File: config.mk
export PLATFORM = sky130hd
export DESIGN_NAME = match_timer
export DESIGN_NICKNAME = d
export VERILOG_FILES = /design/src/rtl/mtmr_pkg.sv /design/src/rtl/mtmr_ctrl.sv /design/src/rtl/mtmr_datapath.sv /design/src/rtl/match_timer.sv
export SDC_FILE = /design/constraint.sdc
export NUM_CORES = 1
export LEC_CHECK = 0
export CAP_MARGIN = 20
export CELL_PAD_IN_SITES_DETAIL_PLACEMENT = 0
export CELL_PAD_IN_SITES_GLOBAL_PLACEMENT = 1
export CORE_MARGIN = 1
export CORE_UTILIZATION = 52
export DETAILED_ROUTE_END_ITERATION = 10
export DONT_BUFFER_PORTS = 1
export GPL_ROUTABILITY_DRIVEN = 0
export PLACE_DENSITY = 0.92
export SYNTH_ARGS = -nofsm -noshare
export SYNTH_HDL_FRONTEND = slang
export SYNTH_HIERARCHICAL = 1
export SYNTH_SLANG_ARGS = --single-unit
File: constraint.sdc
create_clock -name clk -period 4.7 [get_ports clk]
set_clock_uncertainty 0.1 [all_clocks]
set_input_delay 0.705 -clock clk [delete_from_list [all_inputs] [get_ports clk]]
set_output_delay 0.705 -clock clk [all_outputs]
set_load 0.02 [all_outputs]
File: src/rtl/mtmr_pkg.sv
package mtmr_pkg;

  // Register word indices (byte offset / 4); channel n match lives at word n
  localparam int unsigned MAX_CH      = 4;
  localparam int unsigned WORD_COUNT  = 4;
  localparam int unsigned WORD_STATUS = 5;
  localparam int unsigned WORD_WDOG   = 6;
  localparam int unsigned WORD_IEN    = 7;

  // Write strobes from bus control to the datapath
  typedef struct packed {
    logic              wrCount;
    logic              wrStatus;
    logic              wrWdog;
    logic              wrIen;
    logic [MAX_CH-1:0] wrMatch;
  } strobe_t;

endpackage

File: src/rtl/mtmr_ctrl.sv
module mtmr_ctrl
  import mtmr_pkg::*;
#(
  parameter int unsigned DATA_W = 32,
  parameter int unsigned ADDR_W = 8,
  parameter int unsigned NUM_CH = 4,
  parameter int unsigned IEN_W  = 12
) (
  input  logic                           clk,
  input  logic                           rstN,
  input  logic                           wrEn,
  input  logic [ADDR_W-1:0]              addr,
  input  logic [DATA_W-1:0]              cntQ,
  input  logic [NUM_CH-1:0][DATA_W-1:0]  matchQ,
  input  logic [NUM_CH-1:0]              statusQ,
  input  logic [DATA_W-1:0]              wdogQ,
  input  logic [IEN_W-1:0]               ienQ,
  output strobe_t                        stb,
  output logic [DATA_W-1:0]              rdData
);

  localparam int unsigned WORD_W = ADDR_W - 2;

  logic [WORD_W-1:0] wordIdx;
  logic              unusedAddrLow;

  assign wordIdx       = addr[ADDR_W-1:2];
  assign unusedAddrLow = ^addr[1:0];

  // Write decode
  always_comb begin
    stb = '0;
    if (wrEn) begin
      stb.wrCount  = (wordIdx == WORD_W'(WORD_COUNT));
      stb.wrStatus = (wordIdx == WORD_W'(WORD_STATUS));
      stb.wrWdog   = (wordIdx == WORD_W'(WORD_WDOG));
      stb.wrIen    = (wordIdx == WORD_W'(WORD_IEN));
      for (int ch = 0; ch < NUM_CH; ch++) begin
        stb.wrMatch[ch] = (wordIdx == WORD_W'(ch));
      end
    end
  end

  // Read multiplexer; unmapped words fall through to zero
  always_comb begin
    rdData = '0;
    for (int ch = 0; ch < NUM_CH; ch++) begin
      if (wordIdx == WORD_W'(ch)) rdData = matchQ[ch];
    end
    if (wordIdx == WORD_W'(WORD_COUNT))  rdData = cntQ;
    if (wordIdx == WORD_W'(WORD_STATUS)) rdData = DATA_W'(statusQ);
    if (wordIdx == WORD_W'(WORD_WDOG))   rdData = wdogQ;
    if (wordIdx == WORD_W'(WORD_IEN))    rdData = DATA_W'(ienQ);
  end

  // At most one register is written per cycle
  a_r4_one_strobe: assert property (@(posedge clk) disable iff (!rstN)
    $onehot0(stb));

  // No strobe without a bus write
  a_r4_strobe_needs_wr: assert property (@(posedge clk) disable iff (!rstN)
    (stb != '0) |-> wrEn);

endmodule

File: src/rtl/mtmr_datapath.sv
module mtmr_datapath
  import mtmr_pkg::*;
#(
  parameter int unsigned DATA_W  = 32,
  parameter int unsigned NUM_CH  = 4,
  parameter int unsigned IEN_W   = 12,
  parameter int unsigned WDOG_CH = 3
) (
  input  logic                           clk,
  input  logic                           rstN,
  input  logic                           tickEn,
  input  strobe_t                        stb,
  input  logic [DATA_W-1:0]              wrData,
  output logic [DATA_W-1:0]              cntQ,
  output logic [NUM_CH-1:0][DATA_W-1:0]  matchQ,
  output logic [NUM_CH-1:0]              statusQ,
  output logic [DATA_W-1:0]              wdogQ,
  output logic [IEN_W-1:0]               ienQ,
  output logic [NUM_CH-1:0]              irq,
  output logic                           wdogRst
);

  logic [DATA_W-1:0] cntNext;
  logic [NUM_CH-1:0] hit;
  logic [NUM_CH-1:0] clrMask;
  logic [NUM_CH-1:0] statusD;
  logic              advance;
  logic              wdogFire;

  assign cntNext = cntQ + DATA_W'(1);
  assign advance = tickEn && !stb.wrCount;

  // Free-running up-counter; a load takes precedence over a tick
  always_ff @(posedge clk or negedge rstN) begin
    if (!rstN)            cntQ <= '0;
    else if (stb.wrCount) cntQ <= wrData;
    else if (tickEn)      cntQ <= cntNext;
  end

  // Per-channel match register and equality compare on the arriving count
  for (genvar g = 0; g < NUM_CH; g++) begin : gCh
    always_ff @(posedge clk or negedge rstN) begin
      if (!rstN)              matchQ[g] <= '0;
      else if (stb.wrMatch[g]) matchQ[g] <= wrData;
    end
    assign hit[g] = advance && (cntNext == matchQ[g]);
  end

  // Interrupt enable keeps only its low IEN_W bits
  always_ff @(posedge clk or negedge rstN) begin
    if (!rstN)          ienQ <= '0;
    else if (stb.wrIen) ienQ <= wrData[IEN_W-1:0];
  end

  // Sticky status, write-one-to-clear, a fresh match overrides the clear
  assign clrMask = stb.wrStatus ? wrData[NUM_CH-1:0] : '0;
  assign statusD = (statusQ & ~clrMask) | (hit & ienQ[NUM_CH-1:0]);

  always_ff @(posedge clk or negedge rstN) begin
    if (!rstN) statusQ <= '0;
    else       statusQ <= statusD;
  end

  assign irq = statusQ;

  // Self-disarming watchdog on the designated channel
  assign wdogFire = hit[WDOG_CH] && wdogQ[0];

  always_ff @(posedge clk or negedge rstN) begin
    if (!rstN) begin
      wdogQ   <= '0;
      wdogRst <= 1'b0;
    end else begin
      wdogRst <= wdogFire;
      if (wdogFire)        wdogQ <= '0;
      else if (stb.wrWdog) wdogQ <= wrData;
    end
  end

  // ---------------- assertions ----------------
  a_r2_count_step: assert property (@(posedge clk) disable iff (!rstN)
    (tickEn && !stb.wrCount) |=> (cntQ == $past(cntQ) + DATA_W'(1)));

  a_r2_count_hold: assert property (@(posedge clk) disable iff (!rstN)
    (!tickEn && !stb.wrCount) |=> $stable(cntQ));

  a_r3_load: assert property (@(posedge clk) disable iff (!rstN)
    stb.wrCount |=> (cntQ == $past(wrData)));

  a_r5_set_needs_enable: assert property (@(posedge clk) disable iff (!rstN)
    ((statusQ & ~$past(statusQ)) & ~$past(ienQ[NUM_CH-1:0])) == '0);

  a_r7_sticky: assert property (@(posedge clk) disable iff (!rstN)
    !stb.wrStatus |=> ((statusQ & $past(statusQ)) == $past(statusQ)));

  a_r10_pulse_single: assert property (@(posedge clk) disable iff (!rstN)
    wdogRst |=> !wdogRst);

  a_r10_disarmed: assert property (@(posedge clk) disable iff (!rstN)
    wdogRst |-> (wdogQ == '0));

endmodule

File: src/rtl/match_timer.sv
module match_timer
  import mtmr_pkg::*;
#(
  parameter int unsigned DATA_W  = 32,
  parameter int unsigned ADDR_W  = 8,
  parameter int unsigned NUM_CH  = 4,
  parameter int unsigned IEN_W   = 12,
  parameter int unsigned WDOG_CH = 3
) (
  input  logic              clk,
  input  logic              rstN,
  input  logic              tickEn,
  input  logic              wrEn,
  input  logic [ADDR_W-1:0] addr,
  input  logic [DATA_W-1:0] wrData,
  output logic [DATA_W-1:0] rdData,
  output logic [NUM_CH-1:0] irq,
  output logic              wdogRst
);

  strobe_t                       stb;
  logic [DATA_W-1:0]             cntQ;
  logic [NUM_CH-1:0][DATA_W-1:0] matchQ;
  logic [NUM_CH-1:0]             statusQ;
  logic [DATA_W-1:0]             wdogQ;
  logic [IEN_W-1:0]              ienQ;

  mtmr_ctrl #(
    .DATA_W(DATA_W), .ADDR_W(ADDR_W), .NUM_CH(NUM_CH), .IEN_W(IEN_W)
  ) u_ctrl (
    .clk(clk), .rstN(rstN), .wrEn(wrEn), .addr(addr),
    .cntQ(cntQ), .matchQ(matchQ), .statusQ(statusQ), .wdogQ(wdogQ),
    .ienQ(ienQ), .stb(stb), .rdData(rdData)
  );

  mtmr_datapath #(
    .DATA_W(DATA_W), .NUM_CH(NUM_CH), .IEN_W(IEN_W), .WDOG_CH(WDOG_CH)
  ) u_dp (
    .clk(clk), .rstN(rstN), .tickEn(tickEn), .stb(stb), .wrData(wrData),
    .cntQ(cntQ), .matchQ(matchQ), .statusQ(statusQ), .wdogQ(wdogQ),
    .ienQ(ienQ), .irq(irq), .wdogRst(wdogRst)
  );

endmodule

==> impl_metrics.tcl <==
set metrics [dict create \
    die_x_um 164.9 \
    finalSetupViolCount 0 \
    power_leakage_nw 6.014 \
    hp-class "input port to asynchronous set/reset pin" \
    use_met2_pct 48.72 \
    io_pins 81 \
    cts_sinks 209 \
    cts.clk_slew.worst_paths_ns 0.06 \
    drive_above_1_share_pct 21.10 \
    switching_share_pct 33.86 \
    dp_slack_ns 0.6648 \
    syn_to_final_growth_pct 8.164 \
    rsz0062_at_grt "false" \
    drtIter0Drc 1538 \
    hpwlAfterDp_mm 29.39 \
    post-route-period-util_pct 89.46 \
    utilization_pct 57.25 \
    die_height_um 164.9 \
    slowest_delay_ns 0.78 \
    via_count 11114 \
    failed_checks "negative hold slack" \
    clkLatencyLatePin_ns 0.54 \
    dpl-instance-area_um2 14180 \
    seq_power_share_pct 41.4 \
    finish.instance_area_um2 14920 \
    start_kind "flop" \
    synth_edf_count 0 \
    drc 0 \
    slew_headroom_pct 33.82 \
    antenna_found_initial 0 \
    cts.repair.resized 0 \
    wl_per_cell_um 25.50 \
    fp-row-count 59 \
    async_reset_ff_share_pct 100.0 \
    cp.arrival_ns 4.51 \
    yosysTopAreaCell "dfrtp_1" \
    worstMarginPinSlew_ns 0.9853 \
    vias_per_cell 6.663 \
    crit_required_ns 5.01 \
    grt_util_met1_pct 43.61 \
    path_cells "nand4_1 -> nor4_1 -> and3_1 -> nor3_1 -> or4b_1 -> or4b_4 -> nor4_4 -> buf_12 -> nor2_1" \
    nets 1364 \
    critical_path_class "flop to flop" \
    pwr-share-comb_pct 28.5 \
    pwr-share-clk_pct 30.1 \
    finalSetupTns_ns 0 \
    drv_cap 0 \
    post_cts.repair.setup_buffers 0 \
    die_area_um2 27180 \
    maxClockFrequency_mhz 237.8 \
    grt_max_degree 210 \
    powerDensity_nw_per_um2 397.9 \
    netlist_top_cells_area "dfrtp_1 (38%), mux2_2 (11%), xnor2_1 (7.1%)" \
    busiest_layer "met2" \
    ctsLongestPathBuffers 3 \
    synth_warnings 6 \
    hold-worst-slack_ns -0.2353 \
    syn_inst 1349 \
    grt.total_usage_pct 31.76 \
    period_minus_slack_ns 4.204 \
    ir_drop_mv 0.3900 \
    drtPass1Iterations 6 \
    io_buffers 0 \
    ant_nets 0 \
    syn_area_um2 13790 \
    worst_setup_path_end_kind "flop" \
    start_util_pct 52.93 \
    clockRootBuffer "clkbuf_16" \
    synth_top_area_share_pct 37.92 \
    critPathSlowestCell "nor4_1" \
    switchingPower_mw 2.010 \
    avgSynthCellArea_um2 10.22 \
    synth_cell_types 70 \
    yosys_most_used_dff "dfrtp_1" \
    gr-total-overflow 0 \
    cts-htree-levels 1 \
    critPathMaxFanout 27 \
    seq_area_frac_synth_pct 37.92 \
    synth_nets 1394 \
    synth-seq-cells 209 \
    grt_pass1_wl_mm 64.90 \
    final-max-slew-violation-count 0 \
    grt_util_met3_pct 8.187 \
    totalWireLength_mm 42.53 \
    core_area_um2 26060 \
    outcome "finished, violations left" \
    hold_viol 209 \
    p_int_mw 3.926 \
    timing.final.ws_setup_ns 0.4956 \
    tritoncts "done" \
    grt_pass1_vias 10704 \
    cts_buffers 23 \
]
## kinds of logic after synthesis
logic type                 Yosys count  share of synthesized area [%]
xor gates and xnor gates           182                          12.26
AOI/OAI and AO/OA                  200                          9.234
DFF                                209                          37.92
and+or+nand+nor                    391                          14.47
buffers and inverters              126                          4.118
adders and majority gates            1                        0.09070
muxes                              240                          21.92
## state kept, by name, indices dropped and copies added, names as in the netlist
signal,flops
u_dp/wdogRst,1
u_dp/matchQ,128
u_dp/cntQ,32
u_dp/wdogQ,32
u_dp/ienQ,12
u_dp/irq,4
## cells in the final DEF (no fill, tap or decap), types with 8 or more instances in the layout
cell type	n
inv_1	17
dfrtp_1	209
xnor2_1	112
nor4_1	21
nor3_1	17
nand2_1	135
and3_1	10
a21oi_1	30
mux2i_1	68
buf_4	53
xor2_1	63
nand2b_1	10
o21a_1	8
a22oi_1	10
mux4_2	36
o211ai_1	11
nor2_1	71
o21ai_0	78
clkbuf_16	23
mux2_2	136
nand3_1	35
nand4_1	30
## cells in the mapped netlist, types with 30 or more instances
cell type	n
dfrtp_1	209
o21ai_0	78
mux2i_1	68
nand4_1	30
mux2_2	136
nand3_1	35
nand2_1	135
a21oi_1	30
xnor2_1	112
mux4_2	36
clkbuf_1	60
nor2_1	76
xor2_1	63
## worst max-delay path: cells and delay by family, from the launching register on
kind	cells	cell delay, ns
simple gates	8	3.12
buf+inv	1	0.27
flops	1	0.56
## power groups by stage
stage	clock, mW	combinational (mW)	sequential [mW]
after global routing	1.89	1.80	2.49
after detailed placement	0	1.63	2.47
final	1.79	1.69	2.46
after global placement	0	1.60	2.45
after CTS	1.81	1.64	2.44
after floorplan	0	1.35	2.28
## cell type report
class	count	area (µm²)
fill	2198	11140
multi-input combinational	1014	8046
sequential	209	5230
clock buffer	32	669.4
tap	335	419.2
timing repair buffer	54	417.9
clock inverter	6	70.07
inverter	17	63.81
antenna	1	2.502
## layer usage
layer | share of wire (%) | routed length, µm
met5 | 0 | 0
met4 | 3.5 | 1486
met3 | 11 | 4496
met2 | 45 | 19280
met1 | 41 | 17280
## worst paths after layout
check,from,endpoint,slack [ns],cells after the start
min in group clk,wrData[28],u_dp/matchQ[28]$_DFFE_PN0P_,0.19,2
setup / recovery,u_dp/cntQ[3]$_DFFE_PN0P_,u_dp/wdogQ[27]$_DFFE_PN0P_,0.50,9
setup reg to reg,u_dp/cntQ[3]$_DFFE_PN0P_,u_dp/wdogQ[27]$_DFFE_PN0P_,0.50,9
hold reg to reg,u_dp/ienQ[11]$_DFFE_PN0P_,u_dp/ienQ[11]$_DFFE_PN0P_,0.41,1
max in group asynchronous,rstN,u_dp/cntQ[10]$_DFFE_PN0P_,4.25,0
hold / removal,rstN,u_dp/wdogQ[5]$_DFFE_PN0P_,-0.24,0
## stage by stage
stage / total power, mW / cells
after floorplan: 3.627 / 1349
after global placement: 4.051 / 1629
after detailed placement: 4.098 / 1629
after CTS: 5.894 / 1667
after global routing: 6.172 / 1667
final: 5.936 / 1668
Power figures use the tool's default switching activity.
